$ cat src/rtl/lcd_scan_pkg.sv
package lcd_scan_pkg;

    typedef enum logic [1:0] {
        LVL_DESEL_LO = 2'b00,
        LVL_DESEL_HI = 2'b01,
        LVL_SEL_LO   = 2'b10,
        LVL_SEL_HI   = 2'b11
    } lvl_code_e;

    typedef struct packed {
        logic dir_up;
        logic dual;
        logic din_lo;
        logic din_hi;
    } shift_ctrl_t;

    function automatic lvl_code_e drive_code(input logic sel, input logic fr);
        lvl_code_e c;
        case ({sel, fr})
            2'b00:   c = LVL_DESEL_LO;
            2'b01:   c = LVL_DESEL_HI;
            2'b10:   c = LVL_SEL_LO;
            default: c = LVL_SEL_HI;
        endcase
        return c;
    endfunction

endpackage

$ cat src/rtl/lcd_scan_chain.sv
module lcd_scan_chain
    import lcd_scan_pkg::*;
#(
    parameter int N = 160
) (
    input  logic        clk,
    input  logic        rst,
    input  logic        clr_n,
    input  shift_ctrl_t ctrl,
    output logic [N-1:0] q
);
    localparam int HALF = N / 2;

    logic [N-1:0] nxt;

    always_comb begin
        for (int i = 0; i < N; i++) begin
            if (ctrl.dir_up) begin
                if (i == 0)
                    nxt[i] = ctrl.din_lo;
                else if (ctrl.dual && i == HALF)
                    nxt[i] = ctrl.din_hi;
                else
                    nxt[i] = q[i-1];
            end else begin
                if (i == N-1)
                    nxt[i] = ctrl.dual ? ctrl.din_hi : ctrl.din_lo;
                else if (ctrl.dual && i == HALF-1)
                    nxt[i] = ctrl.din_lo;
                else
                    nxt[i] = q[i+1];
            end
        end
    end

    always_ff @(posedge clk or negedge clr_n) begin
        if (!clr_n)
            q <= '0;
        else if (rst)
            q <= '0;
        else
            q <= nxt;
    end
endmodule

$ cat src/rtl/lcd_level_enc.sv
module lcd_level_enc
    import lcd_scan_pkg::*;
#(
    parameter int N = 160
) (
    input  logic [N-1:0]   sel,
    input  logic           frame,
    input  logic           force_vss,
    output logic [2*N-1:0] code
);
    for (genvar g = 0; g < N; g++) begin : g_stage
        lvl_code_e c;
        assign c = force_vss ? LVL_DESEL_LO : drive_code(sel[g], frame);
        assign code[2*g +: 2] = c;
    end
endmodule

$ cat src/rtl/lcd_common_scan.sv
module lcd_common_scan
    import lcd_scan_pkg::*;
#(
    parameter int N = 160
) (
    input  logic           clk,
    input  logic           rst,
    input  logic           shift_dir,
    input  logic           dual_mode,
    input  logic           scan_a,
    input  logic           scan_b,
    input  logic           frame_inv,
    input  logic           disp_off_n,
    output logic [2*N-1:0] lvl_code,
    output logic           blank_o
);
    shift_ctrl_t  ctrl;
    logic [N-1:0] stage_q;

    assign ctrl = '{dir_up: shift_dir, dual: dual_mode, din_lo: scan_a, din_hi: scan_b};
    assign blank_o = ~disp_off_n;

    lcd_scan_chain #(.N(N)) u_chain (
        .clk   (clk),
        .rst   (rst),
        .clr_n (disp_off_n),
        .ctrl  (ctrl),
        .q     (stage_q)
    );

    lcd_level_enc #(.N(N)) u_enc (
        .sel       (stage_q),
        .frame     (frame_inv),
        .force_vss (blank_o),
        .code      (lvl_code)
    );
endmodule

$ cat config.mk
export PLATFORM = sky130hd
export DESIGN_NAME = lcd_common_scan
export DESIGN_NICKNAME = d
export VERILOG_FILES = /design/src/rtl/lcd_scan_pkg.sv /design/src/rtl/lcd_scan_chain.sv /design/src/rtl/lcd_level_enc.sv /design/src/rtl/lcd_common_scan.sv
export SDC_FILE = /design/constraint.sdc
export NUM_CORES = 1
export LEC_CHECK = 0
export ABC_AREA = 1
export CORE_MARGIN = 4
export CORE_UTILIZATION = 48
export DETAILED_ROUTE_END_ITERATION = 10
export PLACE_DENSITY = 0.86
export SYNTH_ARGS = -nofsm -noshare
export SYNTH_HDL_FRONTEND = slang
export SYNTH_HIERARCHICAL = 1
export SYNTH_SLANG_ARGS = --single-unit
$ cat constraint.sdc
create_clock -name clk -period 1.44 [get_ports clk]
set_clock_uncertainty 0.1 [all_clocks]
set_input_delay 0.144 -clock clk [delete_from_list [all_inputs] [get_ports clk]]
set_output_delay 0.144 -clock clk [all_outputs]
set_load 0.01 [all_outputs]
* Word level (Yosys, flattened, before mapping) *
Cells that the tools add are included.

operators by class
  $add $sub $neg = 0
  multiply operators = 0
  divide/modulo/power cells = 0
  order comparisons = 0
  eq/ne operators = 320
  shifts and indexed selects = 0
  mux-type cells = 484
  bitwise operators = 1
  reductions and logical operators = 160

operators with widths
  operator                                                               number
  2-bit one-hot mux with 3 select lines                                  160
  2-bit by 1-bit equality test with 1-bit output, second input constant  160
  2-bit equality test, second input constant                             160
  2-bit logical NOT                                                      160
  2-bit 2-to-1 mux                                                       160
  1-bit 2-to-1 mux                                                       163
  160-bit 2-to-1 mux                                                     1
  1-bit inverter                                                         1

storage, ports and cells
  flip-flop bits (word level) = 160
  latch bits = 0
  bits in writable memories = 0
  ROM bits = 0
  input bits = 8
  word-level logic and storage cells = 966
  memories kept = 0

* Logic depth before layout (Yosys ltp) *
  depth in word-level cells = 3
  gate-level depth with buffers = 7

* Cells and area by module *
Netlist, hierarchy kept.

modules (own cells, without submodules)
  module           instances  cells each  area an instance (µm²)  seq. area each (µm²)
  lcd_scan_chain   1          704         6372.4                  4003.8
  lcd_level_enc    1          534         2275.9                  0.0
  lcd_common_scan  1          1           3.8                     0.0

* Worst setup path after synthesis *
OpenSTA, ideal clock, no wires.

  path kind = input-to-output
  start = input port disp_off_n
  end = output port lvl_code[100]
  arrival = 0.787 ns
  data required time = 1.196 ns
  slack = 0.409 ns
  cell stages on the path = 5
  path buffers = 3
  path through = inv_1 -> buf_6 -> buf_6 -> buf_6 -> nor2_1

between the ends
  word-level cells in the longest chain between the ends = 1

RTL lines
  what              RTL line               text
  start, declared   lcd_common_scan.sv:13  input logic disp_off_n,
  2-bit 2-to-1 mux  lcd_level_enc.sv:13    assign c = force_vss ? LVL_DESEL_LO : drive_code(sel[g], frame);
  end, declared     lcd_common_scan.sv:14  output logic [2*N-1:0] lvl_code,

Every way passes these cells.

* Final worst setup path *
  start = input port frame_inv
  end = output port lvl_code[222]

between the ends
  word-level cells in the longest chain between the ends = 3
  elaborated cells on any way between the ends = 5
  classes of those cells = 2 x eq/ne; 2 x mux; 1 x reduce/logical

RTL lines
  what                                               RTL line               text
  start, declared                                    lcd_common_scan.sv:12  input logic frame_inv,
  2-bit equality test, or another cell as far along  lcd_scan_pkg.sv:19     case ({sel, fr})
  2-bit one-hot mux with 3 select lines (*)          lcd_scan_pkg.sv:19
  2-bit 2-to-1 mux (*)                               lcd_level_enc.sv:13

Every way passes the cells marked *; elsewhere a longest branch is shown, timed or not.

==> results.py <==
metrics = {
    "timing": {
        "finalHoldViolCount": 0,
        "slew_headroom": 0.576,
        "whs_ns": 0.248,
        "finalMaxSlewViolations": 0,
        "tightest_slew_ns": 0.636,
        "fmax_mhz": 692,
        "rsz0062_at_grt": "yes",
        "worst_slack_ns": -0.00600,
        "min_period_ns": 1.45,
        "fin_tns_setup_ns": -0.00600,
        "fin_crit_sh": 1.00,
        "setup_viol": 1,
    },
    "outcome": {
        "outcome": "complete, but fails checks",
        "violations": "setup timing",
    },
    "clocking": {
        "clk_pin_slew_worst_paths_ns": 0.07,
        "clkLatencyLatePin_ns": 0.43,
        "clock-sinks": 160,
        "cts_tree": "done",
        "clk_path_buf_depth": 2,
        "cts_buffers": 17,
        "htree_levels": 4,
        "cts-root-buf": "clkbuf_16",
    },
    "placement": {
        "portBuffers": 328,
        "place_area_um2": 11900,
        "place_congestion": 0.791,
        "place_hpwl_um": 17600,
    },
    "synthesis": {
        "synth_top_cells_by_count": "nor2_1 (638), inv_1 (165), dfrtp_1 (160), o21ai_0 (157), buf_6 (47)",
        "synth_nets": 1247,
        "yosys.area.top_type": "dfrtp_1",
        "synth_top_area_frac": 0.463,
        "synth_edf_count": 0,
        "postSynthCellCount": 1239,
        "ys_seq_area_frac": 0.463,
        "syn_area_um2": 8650,
        "yosysMostFrequentCell": "nor2_1",
        "synth-async-reset-ratio": 1.00,
        "yosys_warnings": 6,
        "syn_area_per_cell_um2": 6.98,
        "synth.area.top_cells": "dfrtp_1 (46%), nor2_1 (28%), o21ai_0 (9.1%)",
        "synth_ff_type": "dfrtp_1",
        "ys_types": 15,
        "ys_seq_elements": 160,
    },
    "critical_path": {
        "worstPathRequired_ns": 1.20,
        "path_max_fanout": 24,
        "path_common_cell": "dlygate4sd2_1",
        "slowest_stage": "dlygate4sd2_1",
        "startpoint_type": "input port",
        "worstPathCellList": "dlygate4sd2_1 -> inv_4 -> buf_6 -> buf_12 -> nor2_1 -> dlygate4sd2_1",
        "cp.arrival_ns": 1.20,
        "ff2ff_path_depth": 4,
        "slowest_delay_ns": 0.30,
        "cp-end-kind": "output port",
        "path_class": "in2out",
    },
    "route": {
        "drt_iter0_drc": 746,
        "drc_errors": 0,
        "dr.pass1.iters": 5,
        "wl_per_cell_um": 14.7,
        "num_vias": 9156,
        "wl_um": 27400,
        "viasPerCell": 4.93,
        "ant_nets": 0,
    },
    "layout": {
        "fin_nets": 1629,
        "layout-drive-gt1-share": 0.211,
        "largest_register_ffs": 160,
        "nFillCells": 1446,
        "max_flop_register": "u_chain/q",
        "antenna_cells": 0,
        "reg_top3": "u_chain/q: 160 flops",
        "area_delta_synth_final_pct": 45.3,
        "design_area_um2": 12600,
    },
    "die": {
        "core_um2": 17500,
        "fp.dieH_um": 142,
        "die_x_um": 142,
        "initial_core_util": 0.495,
        "row_count": 48,
        "die_area_um2": 20200,
        "boundaryPins": 329,
    },
    "power_and_ir_drop": {
        "peakVddDrop_mv": 0.900,
        "p_leak_nw": 7.04,
        "power_density_nw_per_um2": 953,
    },
    "grt": {
        "grt_pass1_vias": 8450,
        "grt_use_total": 0.260,
        "grt_antenna_before_repair": 0,
        "grt-ovfl-total": 0,
        "grt_max_degree": 112,
        "grt_pass1_wl_um": 43000,
    },
    "job": {
        "maxCapViolCount": 0,
    },
    "worst_hold_path": {
        "whs_path_depth": 3,
        "hp-class": "in2reg",
    },
}
## stage by stage
stage / std cells / worst slack (ns) / power [W] / utilization
2_1_floorplan: 1239 / 0.409 / 0.00628 / -
3_3_place_gp: 1725 / -0.397 / 0.00739 / 0.681
3_5_place_dp: 1725 / -0.424 / 0.00746 / 0.681
4_1_cts: 1841 / 0.000554 / 0.0120 / 0.741
5_1_grt: 1859 / -0.0536 / 0.0125 / 0.719
6_report: 1859 / -0.00600 / 0.0120 / 0.719
## cell families after synthesis
group / after synthesis / share of synthesized area
and+or+nand+nor: 645 / 0.280
DFF: 160 / 0.463
buffers and inverters: 273 / 0.164
AOI/OAI and AO/OA: 161 / 0.0931
## what timing repair did
action / 4_1_cts / 5_1_grt
setup buffers: 80 / 18
pin swaps: 1 / 2
hold endpoints to repair: 161 / 0
endpoints found under the setup margin: 320 / 223
hold buffers: 2 / 0
cloned: 2 / 0
resized for setup: 601 / 135
## cell type report
cell class              instances  area (µm²)  share of cell area
clock buffers                  19         443              0.0352
clock inverters                13         151              0.0120
inverters                     168         653              0.0520
multi-input cells             806        3280               0.261
flip-flops and latches        160        4000               0.318
well taps                     225         282              0.0224
repair buffers                468        3760               0.299
## power breakdown
part / total (W) / internal (W) / switching, W
clock: 0.00459 / 0.00264 / 0.00195
sequential: 0.00494 / 0.00476 / 0.000181
combinational: 0.00245 / 0.00103 / 0.00143
## worst max-delay path, delay by kind of cell
family | cells | cell delay [ns]
AND/OR/NAND/NOR | 1 | 0.06
buffers and inverters | 5 | 1.00
## worst paths after layout
kind / from / endpoint / slack [ns]
setup / recovery: frame_inv / lvl_code[222] / -0.006
hold / removal: scan_a / u_chain/q[0]$_DFF_PN0_ / 0.25
max in group asynchronous: disp_off_n / u_chain/q[141]$_DFF_PN0_ / 0.36
hold reg to reg: u_chain/q[131]$_DFF_PN0_ / u_chain/q[132]$_DFF_PN0_ / 0.43
setup reg to reg: u_chain/q[136]$_DFF_PN0_ / u_chain/q[135]$_DFF_PN0_ / 0.34
min in group asynchronous: disp_off_n / u_chain/q[86]$_DFF_PN0_ / 0.37
## routing by layer
layer,up-vias,GRT usage,wire length (µm),part of all wire
li1,4414,-,-,-
met1,4262,0.329,10600,0.39
met2,416,0.442,13900,0.51
met3,64,0.0618,2350,0.086
met4,0,0.0833,623,0.023
met5,-,0,0,0
## layout by cell type (no fill, tap or decap), drive strengths merged
cell type / count
clkdlybuf4s15: 21
clkinv: 5
nor2: 638
bufinv: 2
dlygate4sd2: 160
a21oi: 2
inv: 172
clkdlybuf4s50: 5
dfrtp: 160
bufbuf: 1
clkbuf: 88
clkinvlp: 2
o21ai: 159
nand2: 6
dlygate4sd3: 2
nand3: 1
buf: 210
Note: power is estimated with default switching activity, not from simulation.
